**config.mk**
```make
export PLATFORM = sky130hd
export DESIGN_NAME = sec_match_timer
export DESIGN_NICKNAME = d
export VERILOG_FILES = /design/src/rtl/sec_timer_pkg.sv /design/src/rtl/stm_cnt_pair.sv /design/src/rtl/stm_match_slot.sv /design/src/rtl/sec_match_timer.sv
export SDC_FILE = /design/constraint.sdc
export NUM_CORES = 1
export LEC_CHECK = 0
export BUFFER_PORTS_ARGS = -buffer_cell sky130_fd_sc_hd__buf_2
export CORE_ASPECT_RATIO = 0.5
export CORE_MARGIN = 2
export CORE_UTILIZATION = 35
export CTS_CLUSTER_DIAMETER = 60
export DETAILED_ROUTE_END_ITERATION = 6
export PLACE_DENSITY = 0.53
export RECOVER_POWER = 100
export SETUP_SLACK_MARGIN = 0.5
export SLEW_MARGIN = 20
export SYNTH_ARGS = -nofsm -noshare
export SYNTH_HDL_FRONTEND = slang
export SYNTH_SLANG_ARGS = --single-unit
```
**constraint.sdc**
```tcl
create_clock -name clk -period 3.55 [get_ports clk]
set_input_delay 0.71 -clock clk [delete_from_list [all_inputs] [get_ports clk]]
set_output_delay 0.71 -clock clk [all_outputs]
set_load 0.01 [all_outputs]
```
**src/rtl/sec_timer_pkg.sv**
```systemverilog
package sec_timer_pkg;
   // register offsets (software-visible map)
   localparam logic [7:0] OFF_UP   = 8'h00;
   localparam logic [7:0] OFF_DN   = 8'h04;
   localparam logic [7:0] OFF_CMP0 = 8'h08;
   localparam logic [7:0] OFF_CTRL = 8'h10;
   localparam logic [7:0] OFF_STAT = 8'h14;
   localparam logic [7:0] OFF_MARK = 8'h18;
   localparam int         CMP_STRIDE = 4;
   localparam int         NUM_CMP    = 2;

   // control bit positions
   localparam int CB_IE0   = 0;
   localparam int CB_RT0   = 2;
   localparam int CB_HCLR  = 4;
   localparam int CB_STOP  = 6;
   localparam int CB_FORCE = 7;
   localparam logic [7:0] CTRL_MASK = 8'hDF;

   // status bit position of the power-request event
   localparam int SB_PWR = 2;
endpackage

```
**src/rtl/stm_cnt_pair.sv**
```systemverilog
module stm_cnt_pair #(
   parameter int W = 32
) (
   input  logic         clk,
   input  logic         rst_n,
   input  logic         tick,
   input  logic         hold,
   input  logic         clear,
   input  logic         ld_up,
   input  logic         ld_dn,
   input  logic [W-1:0] wdata,
   output logic [W-1:0] up_cnt,
   output logic [W-1:0] dn_cnt
);
   always_ff @(posedge clk or negedge rst_n) begin
      if (!rst_n) begin
         up_cnt <= '0;
         dn_cnt <= '1;
      end else if (clear) begin
         up_cnt <= '0;
         dn_cnt <= '1;
      end else if (hold) begin
         if (ld_up) up_cnt <= wdata;
         if (ld_dn) dn_cnt <= wdata;
      end else if (tick) begin
         up_cnt <= up_cnt + 1'b1;
         dn_cnt <= dn_cnt - 1'b1;
      end
   end
endmodule

```
**src/rtl/stm_match_slot.sv**
```systemverilog
module stm_match_slot #(
   parameter int W = 32
) (
   input  logic         clk,
   input  logic         rst_n,
   input  logic [W-1:0] cnt,
   input  logic         wr_val,
   input  logic [W-1:0] wdata,
   input  logic         clr,
   output logic [W-1:0] val,
   output logic         hit
);
   always_ff @(posedge clk or negedge rst_n) begin
      if (!rst_n) val <= '1;
      else if (wr_val) val <= wdata;
   end

   // set has priority over write-one-to-clear
   always_ff @(posedge clk or negedge rst_n) begin
      if (!rst_n) hit <= 1'b0;
      else if (cnt == val) hit <= 1'b1;
      else if (clr) hit <= 1'b0;
   end
endmodule

```
**src/rtl/sec_match_timer.sv**
```systemverilog
module sec_match_timer
   import sec_timer_pkg::*;
#(
   parameter int DATA_W = 32,
   parameter int ADDR_W = 8
) (
   input  logic              clk,
   input  logic              rst_n,
   input  logic              tick_i,
   input  logic              bus_we,
   input  logic [ADDR_W-1:0] bus_addr,
   input  logic [DATA_W-1:0] bus_wdata,
   output logic [DATA_W-1:0] bus_rdata,
   output logic              irq_o,
   output logic              pwr_req_o
);
   localparam int STAT_W = NUM_CMP + 1;

   if (DATA_W < 8) begin : g_bad_data
      $error("sec_match_timer: DATA_W must be at least 8");
   end
   if (ADDR_W < 5) begin : g_bad_addr
      $error("sec_match_timer: ADDR_W must reach offset 0x18");
   end

   logic                            sel_up, sel_dn, sel_ctrl, sel_stat, sel_mark;
   logic [NUM_CMP-1:0]              sel_cmp;
   logic [7:0]                      ctrl_q;
   logic [DATA_W-1:0]               mark_q;
   logic [DATA_W-1:0]               up_cnt, dn_cnt;
   logic [NUM_CMP-1:0][DATA_W-1:0]  cmp_val;
   logic [NUM_CMP-1:0]              hit;
   logic [NUM_CMP-1:0]              ie_bits, rt_bits;
   logic                            pwr_src, pwr_stat;
   logic [STAT_W-1:0]               stat_q;

   assign sel_up   = bus_addr == ADDR_W'(OFF_UP);
   assign sel_dn   = bus_addr == ADDR_W'(OFF_DN);
   assign sel_ctrl = bus_addr == ADDR_W'(OFF_CTRL);
   assign sel_stat = bus_addr == ADDR_W'(OFF_STAT);
   assign sel_mark = bus_addr == ADDR_W'(OFF_MARK);

   always_ff @(posedge clk or negedge rst_n) begin
      if (!rst_n) ctrl_q <= '0;
      else if (bus_we && sel_ctrl) ctrl_q <= bus_wdata[7:0] & CTRL_MASK;
   end

   always_ff @(posedge clk or negedge rst_n) begin
      if (!rst_n) mark_q <= '0;
      else if (bus_we && sel_mark) mark_q <= bus_wdata;
   end

   stm_cnt_pair #(.W(DATA_W)) u_cnt (
      .clk    (clk),
      .rst_n  (rst_n),
      .tick   (tick_i),
      .hold   (ctrl_q[CB_STOP]),
      .clear  (ctrl_q[CB_HCLR]),
      .ld_up  (bus_we && sel_up),
      .ld_dn  (bus_we && sel_dn),
      .wdata  (bus_wdata),
      .up_cnt (up_cnt),
      .dn_cnt (dn_cnt)
   );

   for (genvar i = 0; i < NUM_CMP; i++) begin : g_cmp
      assign sel_cmp[i] = bus_addr == ADDR_W'(OFF_CMP0 + CMP_STRIDE * i);
      assign ie_bits[i] = ctrl_q[CB_IE0 + i];
      assign rt_bits[i] = ctrl_q[CB_RT0 + i];

      stm_match_slot #(.W(DATA_W)) u_slot (
         .clk    (clk),
         .rst_n  (rst_n),
         .cnt    (up_cnt),
         .wr_val (bus_we && sel_cmp[i]),
         .wdata  (bus_wdata),
         .clr    (bus_we && sel_stat && bus_wdata[i]),
         .val    (cmp_val[i]),
         .hit    (hit[i])
      );
   end

   assign pwr_src = |(hit & rt_bits);

   always_ff @(posedge clk or negedge rst_n) begin
      if (!rst_n) pwr_stat <= 1'b0;
      else if (pwr_src) pwr_stat <= 1'b1;
      else if (bus_we && sel_stat && bus_wdata[SB_PWR]) pwr_stat <= 1'b0;
   end

   assign stat_q    = {pwr_stat, hit};
   assign irq_o     = |(hit & ie_bits);
   assign pwr_req_o = ctrl_q[CB_FORCE] | pwr_src;

   always_comb begin
      bus_rdata = '0;
      if (sel_up)   bus_rdata = up_cnt;
      if (sel_dn)   bus_rdata = dn_cnt;
      if (sel_ctrl) bus_rdata = DATA_W'(ctrl_q);
      if (sel_stat) bus_rdata = DATA_W'(stat_q);
      if (sel_mark) bus_rdata = mark_q;
      for (int k = 0; k < NUM_CMP; k++)
         if (sel_cmp[k]) bus_rdata = cmp_val[k];
   end
endmodule

```
# Word level (Yosys, flattened, before mapping)
# Cells that the tools add are included.
[word_totals] ff_bits=170 out_inout_bits=34 word_cells=64
[classes] add_sub_neg=2 n_eq_ne=10 muxes=21 n_bitwise=3 n_reduce_logical=19
[op_table] cell="2-to-1 mux 32 bit" n=15
[op_table] cell="equality test 32 bit" n=2
[op_table] cell="adder 32 x 1 -> 32 bit (second input constant)" n=1
[op_table] cell="subtractor 32 x 1 -> 32 bit (second input constant)" n=1
[op_table] cell="equality test 8 x 5 -> 1 bit (second input constant)" n=3
[op_table] cell="equality test 8 x 4 -> 1 bit (second input constant)" n=2
[op_table] cell="logical AND 1 bit" n=10
[op_table] cell="equality test 8 x 3 -> 1 bit (second input constant)" n=1
[op_table] cell="logical NOT 8 bit" n=1
[op_table] cell="2-to-1 mux 1 bit" n=6
[op_table] cell="inequality test 3 x 2 -> 1 bit (second input constant)" n=2
[op_table] cell="nonzero test 2 bit" n=3
[op_table] cell="bitwise AND 2 bit" n=2
[op_table] cell="AND reduction 2 bit" n=2
[op_table] cell="OR reduction 2 bit" n=2
[op_table] cell="nonzero test 3 bit" n=1
[op_table] cell="bitwise OR 1 bit" n=1

# Longest topological paths before layout
# Gate-level depths: netlist (run 1).
[depth] depth_word=8 mapped_depth=8 mapped_depth_nobuf=7

# Hierarchy
# From an unflattened synthesis (run 1), not the netlist that was laid out.
[unflattened] hier_cells=1062 hier_area_um2=10764.1
[modules_own_cells] module="stm_cnt_pair" instances=1 cells_per_inst=523 area_each_um2=4265.3 seq_area_each_um2=1641.6
[modules_own_cells] module="sec_match_timer" instances=1 cells_per_inst=313 area_each_um2=3273.1 seq_area_each_um2=1001.0
[modules_own_cells] module="stm_match_slot" instances=2 cells_per_inst=113 area_each_um2=1612.8 seq_area_each_um2=865.8

# Worst setup path after synthesis (run 1)
# No wires, ideal clock.
[synth_path] path_type="input to output" start="input port bus_addr[5]" end="output port bus_rdata[21]" t_arrival_ps=2414 required_time_ps=2840 path_slack_ps=426 stages=5 path_buffers=1 cell_sequence="or4_4 > nor4b_4 > clkbuf_1 > a22oi_1 > a31oi_1"
[synth_between] elab_chain_cells=8
[synth_rtl] item="start, declared" line_no="sec_match_timer.sv:11" text="input logic [ADDR_W-1:0] bus_addr,"
[synth_rtl] item="logical NOT 8 bit" line_no="sec_match_timer.sv:37" text="assign sel_up = bus_addr == ADDR_W'(OFF_UP);"
[synth_rtl] item="2-to-1 mux 32 bit" line_no="sec_match_timer.sv:97" text="if (sel_up) bus_rdata = up_cnt;"
[synth_rtl] item="2-to-1 mux 32 bit" line_no="sec_match_timer.sv:98" text="if (sel_dn) bus_rdata = dn_cnt;"
[synth_rtl] item="2-to-1 mux 32 bit" line_no="sec_match_timer.sv:99" text="if (sel_ctrl) bus_rdata = DATA_W'(ctrl_q);"
[synth_rtl] item="2-to-1 mux 32 bit" line_no="sec_match_timer.sv:100" text="if (sel_stat) bus_rdata = DATA_W'(stat_q);"
[synth_rtl] item="2-to-1 mux 32 bit" line_no="sec_match_timer.sv:101" text="if (sel_mark) bus_rdata = mark_q;"
[synth_rtl] item="2-to-1 mux 32 bit" line_no="sec_match_timer.sv:103" text="if (sel_cmp[k]) bus_rdata = cmp_val[k];"
[synth_rtl] item="2-to-1 mux 32 bit (*)" line_no="sec_match_timer.sv:103"
[synth_rtl] item="end, declared" line_no="sec_match_timer.sv:13" text="output logic [DATA_W-1:0] bus_rdata,"
# Every way passes the cells marked *; elsewhere a longest branch is shown, timed or not.

# Worst setup path in the final report (run 1)
# Same ends and word-level chain as after synthesis.

==> reports/results.ini, run 1 <==
[clock_network]
numClockSinks = 170
h-tree-depth = 4
cts_buffers = 17
postCtsHoldBufs = 0
clock_path_buffers = 2
tritoncts = built
clkLatencyLatePin_ns = 0.47
root_buffer = clkbuf_16
clk_pin_slew_worst_paths_ns = 0.07

[sta]
timing.setup.tns_ns = 0
finalSetupViolCount = 0
slew_headroom_pct = -57.5
fin_crit_sh_pct = 93.0
period_minus_slack_ns = 3.30
max_freq_mhz = 303
hold_ws_ns = 0.501
hold_viol = 0
clock_skew_ns = 0.0115
rsz0062_at_grt = true
drv_slew = 84
setup_ws_ns = 0.248
tightestPinTransition_ns = 2.36

[final_layout]
nets = 1149
final_common_cell = mux2_2
fin_cells = 1507
layout_common_cells = mux2_2 (101), dfstp_2 (96), nand2_1 (76), dfrtp_1 (74), xnor2_1 (64)
fillers = 2835
antennaDiodeCount = 0
syn2layout_area_growth_pct = 16.9
design_area_sq_um = 12000
drive_gt1_share_pct = 31.7
regArea_sq_um = 4370
multi_input_area_sq_um = 5520

[place]
dp_slack_ns = 0.222
gp_congestion = 0.893
place_inst = 1457
hpwl_microns = 27900
numPortBuffers = 77
dpl_cell_area_sq_um = 11100

[route]
via_per_inst = 6.17
drc = 0
firstDrtPassIters = 6
drt_iter0_drc = 1072
antenna_left = 0
vias = 9296
routed_wirelength_microns = 39900
wl_per_cell_microns = 26.5

[synth]
syn_nets = 1100
syn_avg_cell_area_sq_um = 9.71
ys_warn_count = 0
synth-seq-cells = 170
yosys.area.top_type = dfstp_2
synthArstFlopShare_pct = 100
synth_area_leaders = dfstp_2 (25%), dfrtp_1 (18%), mux2_2 (11%)
seq_area_frac_synth_pct = 42.7
synth_top_cell_area_share_pct = 24.6
synth-edff-count = 0
netlist_area_sq_um = 10200
syn_inst = 1054
synth_cell_types = 66
synth_ff_type = dfstp_2

[die]
fp.dieW_microns = 246
fp.coreArea_sq_um = 28900
ios = 78
start_util_pct = 35.4
die_h_microns = 125
rows = 44
die_area_sq_um = 30700

[setup_path]
cp.required_ns = 2.84
reg2reg_from = ctrl_q[4]
critPathKind = input pin to output port
critPathMaxFanout = 8
critPathLaunch = bus_addr[5]
end_kind = output port
crit_path_start_kind = input pin
cp_data_arrival_time_ns = 2.59

[grt]
grt_max_degree = 86
overflow = 0
groute.usage.overall_pct = 26.3
grt_pass1_vias = 9014
grt_pass1_wl_microns = 59500
antenna_found_initial = 1

[flow_run]
maxCapViolations = 1

[run_status]
status = finished, violations left
violations = max-capacitance violations, max-slew violations

[power_and_ir_drop]
p_leak_nw = 4.68
power.density_nw_per_um2 = 510
ir_drop_mv = 0.394

[worst_hold_path]
min_path_type = register to register
hp-start = mark_q[1]

-- cell families (layout without fill, tap and decap cells) --
| group | Yosys count | count (layout) | synth area share, % |
|---|---|---|---|
| buf+inv | 117 | 179 | 4.49 |
| compound gates | 281 | 281 | 18.7 |
| fa+ha+maj | 2 | 2 | 0.244 |
| flops | 170 | 170 | 42.7 |
| xor+xnor | 66 | 66 | 5.65 |
| mux | 121 | 121 | 13.4 |
| simple gates | 297 | 297 | 14.8 |
-- power breakdown --
part           total (mW)  leakage, nW  switching (mW)  internal [mW]
clock network        1.88        0.276           0.902          0.978
registers            2.96         1.94           0.590           2.37
logic                1.27         2.46           0.720          0.547
-- layer usage --
layer,part of all wire (%),wire [microns],vias up,track usage (%)
met4,2.9,1150,2,8.66
met5,0.023,9,-,0
li1,-,-,4055,-
met2,44,17500,421,39.7
met3,8.5,3370,76,5.88
met1,45,17900,4742,37.2
-- worst paths after layout --
path | to | slack (ns) | depth (start not counted)
hold / removal | mark_q[1] | 0.50 | 1
min in group asynchronous | mark_q[31] | 0.95 | 1
max in group asynchronous | mark_q[8] | 1.21 | 1
setup reg to reg | u_cnt.up_cnt[3] | 0.50 | 5
hold reg to reg | mark_q[1] | 0.50 | 1
setup / recovery | bus_rdata[21] | 0.25 | 8
-- worst max-delay path, stage by stage --
cell and delay (ns):
clkbuf_1 0.09, or4_1 0.65, nor2_4 0.22, and3_4 0.29
clkbuf_16 0.19, a22oi_2 0.05, a31oi_1 0.20, clkbuf_1 0.18
-- sequential cells by signal, summed over array words and instances, names as in the netlist --
register / flops
g_cmp.u_slot.val: 64
mark_q: 32
u_cnt.dn_cnt: 32
u_cnt.up_cnt: 32
ctrl_q: 7
g_cmp.u_slot.hit: 2
pwr_stat: 1
-- cell usage after synthesis (3+ instances only) --
| cell type | number |
|---|---|
| mux2_2 | 103 |
| dfstp_2 | 96 |
| clkbuf_1 | 78 |
| nand2_1 | 77 |
| dfrtp_1 | 74 |
| xnor2_1 | 64 |
| nor2_1 | 61 |
| a21oi_1 | 56 |
| a22oi_1 | 54 |
| o21ai_0 | 46 |
| nand4_1 | 38 |
| nand3_1 | 31 |
| nor4_1 | 21 |
| a31oi_1 | 19 |
| o22ai_1 | 17 |
| buf_2 | 16 |
| nor3_1 | 15 |
| mux2i_1 | 14 |
| inv_1 | 13 |
| o211ai_1 | 12 |
| a222oi_1 | 11 |
| and3_1 | 11 |
| a2bb2oi_1 | 8 |
| a32oi_1 | 8 |
| buf_1 | 8 |
| a211oi_1 | 7 |
| a22o_1 | 7 |
| and4_1 | 7 |
| and2_1 | 6 |
| or4_1 | 6 |
| nand2b_1 | 5 |
| nor2b_1 | 5 |
| o31a_1 | 4 |
| o32ai_1 | 4 |
| a2111oi_0 | 3 |
| a41oi_1 | 3 |
| o2bb2a_1 | 3 |
| o2bb2ai_1 | 3 |
| o31ai_1 | 3 |
-- area by class of cell --
cell class	count	area share, %
Clock inverter	15	1.18
Tap cell	391	4.09
Inverter	15	0.471
Multi-Input combinational cell	767	46.1
Timing Repair Buffer	132	8.03
Clock buffer	17	3.55
Sequential cell	170	36.6
-- stage by stage --
step / util, % / total power, mW
global route: 41.4 / 6.38
CTS: 41.2 / 6.12
global placement: 38.5 / 4.19
floorplan: - / 3.62
detailed placement: 38.5 / 4.22
finish: 41.4 / 6.11
-- repair_timing --
action,CTS,global route
gates cloned,3,1
resized for setup,18,27
buffers inserted,7,7
endpoints found under the setup margin,30,30
pin swaps,6,19
(Power assumes the default switching activity.)
==> inputs of run 2 (changes only) <==
--- a/config.mk
+++ b/config.mk
@@ -17,4 +17,5 @@
 export SLEW_MARGIN = 20
 export SYNTH_ARGS = -nofsm -noshare
 export SYNTH_HDL_FRONTEND = slang
+export SYNTH_HIERARCHICAL = 1
 export SYNTH_SLANG_ARGS = --single-unit
==> reports/results.ini, run 2 <==
[run_status]
status = finished, violations left
violations = max-capacitance violations, max-slew violations

[grt]
grt_pass1_wl_microns = 56800  ; -4.5%
grt_max_degree = 78  ; -9.3%
grt_pass1_vias = 8781  ; -2.6%
antenna_found_initial = 0  ; -1
groute.usage.overall_pct = 23.8  ; -2.5 points
overflow = 0  ; unchanged

[place]
dp_slack_ns = 0.482  ; +0.260 ns
place_inst = 1503  ; +3.2%
gp_congestion = 0.921  ; +3.1%
hpwl_microns = 27100  ; -2.8%
numPortBuffers = 77  ; unchanged

[final_layout]
nets = 1172  ; +2.0%
syn2layout_area_growth_pct = 12.1
largest_reg_flops = 64  ; unchanged
fin_cells = 1538  ; +2.1%
final_common_cell = dfstp_2
layout_common_cells = dfstp_2 (93), nand2_1 (88), dfrtp_1 (74), a21oi_1 (73), mux2_2 (69)
antennaDiodeCount = 0  ; unchanged
top_register = g_cmp.u_slot/val
drive_gt1_share_pct = 27.4  ; -4.3 points

[clock_network]
tritoncts = built
cts_buffers = 17  ; unchanged
clkLatencyLatePin_ns = 0.46  ; about the same
root_buffer = clkbuf_16
clock_path_buffers = 2  ; unchanged
numClockSinks = 170  ; unchanged
clk_pin_slew_worst_paths_ns = 0.07  ; about the same
h-tree-depth = 4  ; unchanged

[flow_run]
maxCapViolations = 1  ; unchanged

[die]
rows = 45  ; +2.3%
fp.coreArea_sq_um = 30300  ; +4.8%
ios = 78  ; unchanged
start_util_pct = 35.5  ; +0.11 points
die_area_sq_um = 32300  ; +5.0%
die_h_microns = 128  ; +2.5%
fp.dieW_microns = 252  ; +2.5%

[synth]
synth_ff_type = dfstp_2
netlist_area_sq_um = 10800  ; +5.1%
syn_avg_cell_area_sq_um = 10.1  ; +4.4%
yosysMostFrequentCell = dfstp_2
synth-seq-cells = 170  ; unchanged
syn_nets = 1108  ; +0.73%
yosys.area.top_type = dfstp_2
synth_top_cell_area_share_pct = 23.4  ; -1.2 points
synthTopCellsByCount = dfstp_2 (96), nand2_1 (87), dfrtp_1 (74)
synth_area_leaders = dfstp_2 (23%), dfrtp_1 (17%), mux2_2 (7.3%)
seq_area_frac_synth_pct = 40.6  ; -2.1 points
synthArstFlopShare_pct = 100  ; unchanged
syn_inst = 1062  ; +0.76%
ys_warn_count = 6  ; +6
synth_cell_types = 71  ; +7.6%
synth-edff-count = 0  ; unchanged

[setup_path]
end_kind = output port
cp.required_ns = 2.84  ; about the same
cp_data_arrival_time_ns = 2.37  ; -0.22 ns
crit_buf_inv = 2  ; -1
critPathMaxFanout = 13  ; +5
crit_family = simple AND/OR/NAND/NOR gates
critPathKind = input pin to output port
crit_path_start_kind = input pin
cp_cell_sequence = buf_2, and4bb_1, a222oi_1, nor2_1, o21a_1, clkbuf_1
crit_slowest_cell = and4bb_1
cp_slowest_stage_delay_ns = 0.68  ; +0.03 ns

[power_and_ir_drop]
ir_drop_mv = 0.369  ; -6.3%
power.density_nw_per_um2 = 513  ; +0.58%
p_leak_nw = 4.93  ; +5.4%

[route]
vias = 9282  ; -0.15%
drt_iter0_drc = 1082  ; +0.93%
via_per_inst = 6.04  ; -2.2%
firstDrtPassIters = 7  ; +1
antenna_left = 0  ; unchanged
drc = 0  ; unchanged
wl_per_cell_microns = 24.6  ; -7.0%
routed_wirelength_microns = 37900  ; -5.0%

[sta]
slew_headroom_pct = -82.7  ; -25 points
rsz0062_at_grt = true
fin_crit_sh_pct = 86.8  ; -6.2 points
drv_slew = 45  ; -46%
timing.setup.tns_ns = 0  ; unchanged
setup_ws_ns = 0.470  ; +0.222 ns
period_minus_slack_ns = 3.08  ; -0.222 ns
hold_viol = 0  ; unchanged
max_freq_mhz = 325  ; +7.2%
hold_ws_ns = 0.494  ; -0.00779 ns
tightestPinTransition_ns = 2.74  ; +0.378 ns
finalSetupViolCount = 0  ; unchanged
clock_skew_ns = 0.00975  ; -0.00176 ns

[worst_hold_path]
min_path_type = register to register

run 2: cell types whose count changed in the layout (fill, tap and decap cells not counted), moves of 12 or more:
| cell | change |
|---|---|
| nand3_1 | +12 |
| nor2_1 | -12 |
| mux2_2 | -32 |
| a22oi_2 | -15 |
| a22oi_1 | -36 |
| a21oi_1 | +17 |
| o21a_1 | +16 |
| xnor2_1 | -64 |
| xor2_1 | +63 |
| nand2_1 | +12 |
| mux2_1 | +30 |
| nand4_1 | -20 |
run 2: area by class of cell:
class                      instances  area (sq um)
fill                            2962         18200
multi-input combinational        804          5890
sequential                       170          4370
timing repair buffer             115           663
tap                              399           499
clock buffer                      19           453
clock inverter                    13           120
inverter                          18          67.6
run 2: final timing paths:
check,cells after the start,slack (ns),end,startpoint
max,6,0.47,bus_rdata[25],bus_addr[3]
min,1,0.49,mark_q[14],mark_q[14]
max reg2reg,5,0.49,u_cnt/up_cnt[31],ctrl_q[4]
min reg2reg,1,0.49,mark_q[14],mark_q[14]
max in group asynchronous,2,0.77,g_cmp[1].u_slot/val[18],rst_n
min in group asynchronous,1,1.13,mark_q[16],rst_n
run 2: power breakdown:
part / internal [mW] / leakage (nW) / switching, mW / total [mW]
registers: 2.36 / 1.94 / 0.575 / 2.94
clock network: 1.00 / 0.264 / 0.864 / 1.87
logic: 0.571 / 2.73 / 0.818 / 1.39
run 2: timing repair:
| item | 4_1_cts | 5_1_grt |
|---|---|---|
| endpoints found under the setup margin | 2 | 6 |
| pin swaps | 0 | 0 |
| gates resized for setup | 1 | 2 |
| buffers inserted | 0 | 2 |
| cloned | 0 | 1 |
| hold buffers | 0 | 0 |
run 2: through the flow:
stage                     utilization (%)  cell area, sq um  power (mW)
after CTS                            40.5             12300        6.23
after detailed placement             38.5             11700        4.34
after global placement               38.5             11700        4.30
after floorplan                         -             10800        3.67
after global routing                 39.8             12100        6.50
final                                39.8             12100        6.20
run 2: kinds of logic (layout without fill, tap and decap cells):
kind of cell	count (synthesis)	in the layout	share of synthesized area [%]
AO/OA/AOI/OAI	264	264	16.4
XOR/XNOR	65	65	5.29
adder cells (fa/ha/maj)	2	2	0.232
buffers and inverters	88	165	3.92
flip-flops	170	170	40.6
multiplexers	142	142	17.0
AND/OR/NAND/NOR	331	331	16.5
run 2: worst register-to-register path, stage by stage, from the launching register on:
cell and delay [ns]:
dfrtp_1 0.64, clkbuf_1 0.30, a211oi_4 0.45, clkbuf_1 1.08, o311ai_0 0.35, o211ai_1 0.16
run 2: metal layers:
metal  wire, microns  vias to the layer above  track usage, %
met2           17100                      348            36.8
met5               0                        -               0
met1           17500                     4737            33.2
li1                -                     4135               -
met3            2000                       62            3.35
met4            1340                        0            10.7
==> inputs of run 3 (changes only) <==
--- a/config.mk
+++ b/config.mk
@@ -8,10 +8,10 @@
 export BUFFER_PORTS_ARGS = -buffer_cell sky130_fd_sc_hd__buf_2
 export CORE_ASPECT_RATIO = 0.5
 export CORE_MARGIN = 2
-export CORE_UTILIZATION = 35
+export CORE_UTILIZATION = 30
 export CTS_CLUSTER_DIAMETER = 60
 export DETAILED_ROUTE_END_ITERATION = 6
-export PLACE_DENSITY = 0.53
+export PLACE_DENSITY = 0.47
 export RECOVER_POWER = 100
 export SETUP_SLACK_MARGIN = 0.5
 export SLEW_MARGIN = 20
==> constraint.sdc (replaced) <==
create_clock -name clk -period 3.55 [get_ports clk]
set_input_delay 0.1775 -clock clk [delete_from_list [all_inputs] [get_ports clk]]
set_output_delay 0.1775 -clock clk [all_outputs]
set_load 0.01 [all_outputs]
==> reports/results.ini, run 3 (synthesis gave the netlist of run 2 again) <==
[run_status]
status = finished, violations left
violations = max-capacitance violations, max-slew violations

[power_and_ir_drop]
p_sw_share_pct = 36.0  ; -0.40 points
p_leak_nw = 4.94  ; +0.10%
p_comb_share_pct = 21.8  ; -0.6 points
clkPwrFrac_pct = 31.7  ; +1.5 points
power.density_nw_per_um2 = 524  ; +2.1%
pwr-share-seq_pct = 46.5  ; -0.9 points
internal_power_mw = 4.06  ; +3.1%
ir_drop_mv = 0.244  ; -34%
p_total_mw = 6.35  ; +2.5%
p_switching_mw = 2.29  ; +1.4%

[sta]
rsz0062_at_grt = false
slew_headroom_pct = -49.8  ; +33 points
period_minus_slack_ns = 3.06  ; -0.0230 ns
drv_slew = 83  ; +84%
fin_crit_sh_pct = 86.1  ; -0.65 points
tightestPinTransition_ns = 2.25  ; -0.494 ns
hold_viol = 0  ; unchanged
finalSetupViolCount = 0  ; unchanged
timing.setup.tns_ns = 0  ; unchanged
max_freq_mhz = 327  ; +0.75%
clock_skew_ns = 0.0129  ; +0.00311 ns

[setup_path]
cp_cell_sequence = buf_2, clkbuf_1, nor4b_4, buf_4, and2_0, nand2_1, a32oi_1, clkbuf_1
crit_path_start_kind = input pin
end_kind = output port
crit_top_cell = clkbuf_1
rrSetupSlack_ns = 0.61  ; +0.12 ns
crit_slowest_cell = clkbuf_1
critPathKind = input pin to output port
cp_data_arrival_time_ns = 2.88  ; +0.51 ns
crit_end = bus_rdata[2]
r2r_end = u_cnt/up_cnt[18]
reg2reg_from = ctrl_q[6]
critPathLaunch = bus_addr[2]
critPathMaxFanout = 17  ; +4
cp.required_ns = 3.37  ; +0.53 ns
cp_slowest_stage_delay_ns = 0.94  ; +0.26 ns
ff2ff_path_depth = 5  ; unchanged

[clock_network]
tritoncts = built
cts_setup_buffers = 0  ; unchanged
ctsResizeCount = 0  ; -1
clock_path_buffers = 2  ; unchanged
cts_buffers = 17  ; unchanged
postCtsHoldBufs = 1  ; +1
clk_pin_slew_worst_paths_ns = 0.06  ; about the same
numClockSinks = 170  ; unchanged
clkLatencyLatePin_ns = 0.46  ; about the same
root_buffer = clkbuf_16
h-tree-depth = 4  ; unchanged

[final_layout]
nets = 1166  ; -0.51%
largest_reg_flops = 64  ; unchanged
drive_gt1_share_pct = 27.3  ; -0.12 points
top_register = g_cmp.u_slot/val
layout_common_cells = dfstp_2 (95), nand2_1 (88), dfrtp_1 (74), a21oi_1 (73), mux2_2 (70)
final_common_cell = dfstp_2
syn2layout_area_growth_pct = 12.6

[grt]
grt_max_degree = 84  ; +7.7%
grt_pass1_vias = 8703  ; -0.89%
grt_pass1_wl_microns = 58700  ; +3.3%
groute.usage.overall_pct = 21.4  ; -2.4 points
antenna_found_initial = 0  ; unchanged
overflow = 0  ; unchanged

[die]
rows = 48  ; +6.7%
fp.dieW_microns = 272  ; +7.9%
die_h_microns = 138  ; +7.8%
fp.coreArea_sq_um = 34900  ; +15%
ios = 78  ; unchanged
die_area_sq_um = 37500  ; +16%
start_util_pct = 30.8  ; -4.7 points

[route]
route.met3.wl_microns = 2470  ; +24%
top_layer = met4
firstDrtPassIters = 7  ; unchanged
vias = 9286  ; +0.043%
wl_met2_microns = 18200  ; +6.5%
met1Wirelength_microns = 18000  ; +2.8%
via_per_inst = 5.77  ; -4.4%
drc = 0  ; unchanged
drt_iter0_drc = 914  ; -16%
wl_per_cell_microns = 24.8  ; +0.87%
antenna_left = 0  ; unchanged
routed_wirelength_microns = 39900  ; +5.5%

[flow_run]
maxCapViolations = 1  ; unchanged

[place]
numPortBuffers = 77  ; unchanged
hpwl_microns = 28500  ; +5.2%
gp_congestion = 0.916  ; -0.48%

[worst_hold_path]
min_path_type = input pin to register

==> run 3: changes by cell type in the layout (fill, tap and decap cells not counted), moves of 2 or more <==
| cell | change |
|---|---|
| clkinvlp_4 | -3 |
| clkbuf_1 | -3 |
| buf_4 | -2 |
| dfstp_2 | +2 |
| dfstp_1 | -2 |
| a211oi_1 | +2 |
| bufinv_16 | +2 |
| inv_6 | +2 |
==> run 3: area by class of cell <==
| cell class | instances | area (sq um) |
|---|---|---|
| inverters | 18 | 67.6 |
| clock inverters | 13 | 166 |
| fillers | 3518 | 22800 |
| well taps | 475 | 594 |
| repair buffers | 109 | 616 |
| flip-flops and latches | 170 | 4370 |
| diodes | 1 | 2.50 |
| clock buffers | 19 | 443 |
| multi-input cells | 804 | 5860 |
==> run 3: worst max-delay path, delay by kind of cell <==
| family | cells | cell delay (ns) |
|---|---|---|
| AO/OA/AOI/OAI | 1 | 0.24 |
| buffers and inverters | 4 | 1.58 |
| AND/OR/NAND/NOR | 3 | 0.87 |
==> run 3: layer usage <==
metal	vias to the layer above	GRT usage [%]
met2	384	33.4
met5	-	0
li1	4135	-
met4	0	8.64
met3	72	4.07
met1	4695	29.4
==> run 3: per-stage QoR <==
stage               worst slack, ns  cell area (sq um)  utilization [%]  std cells  hold slack (ns)
floorplan                      1.16              10800                -       1062           -0.118
global placement              0.990              11700             33.6       1575            0.307
detailed placement            0.927              11700             33.6       1575            0.307
CTS                           0.914              12300             35.3       1608           0.0370
global route                  0.402              12100             34.7       1608           0.0368
finish                        0.493              12100             34.7       1609           0.0391
==> run 3: worst min-delay path by stage <==
stage                  start  slack [ns]                to  cells past startpoint
2_1_floorplan          rst_n       -0.12         ctrl_q[0]                      0
3_3_place_gp           rst_n        0.31        mark_q[22]                      1
3_5_place_dp           rst_n        0.31        mark_q[22]                      1
4_1_cts        bus_wdata[22]        0.04        mark_q[22]                      2
5_1_grt        bus_wdata[29]        0.04  u_cnt/up_cnt[29]                      3
6_report       bus_wdata[22]        0.04        mark_q[22]                      2
==> run 3: power by group through the flow <==
stage	sequential [mW]	combinational (mW)	clock, mW
finish	2.95	1.39	2.01
global route	3.00	1.50	2.14
CTS	2.94	1.39	2.05
detailed placement	2.97	1.37	0
global placement	2.96	1.35	0
floorplan	2.73	0.945	0
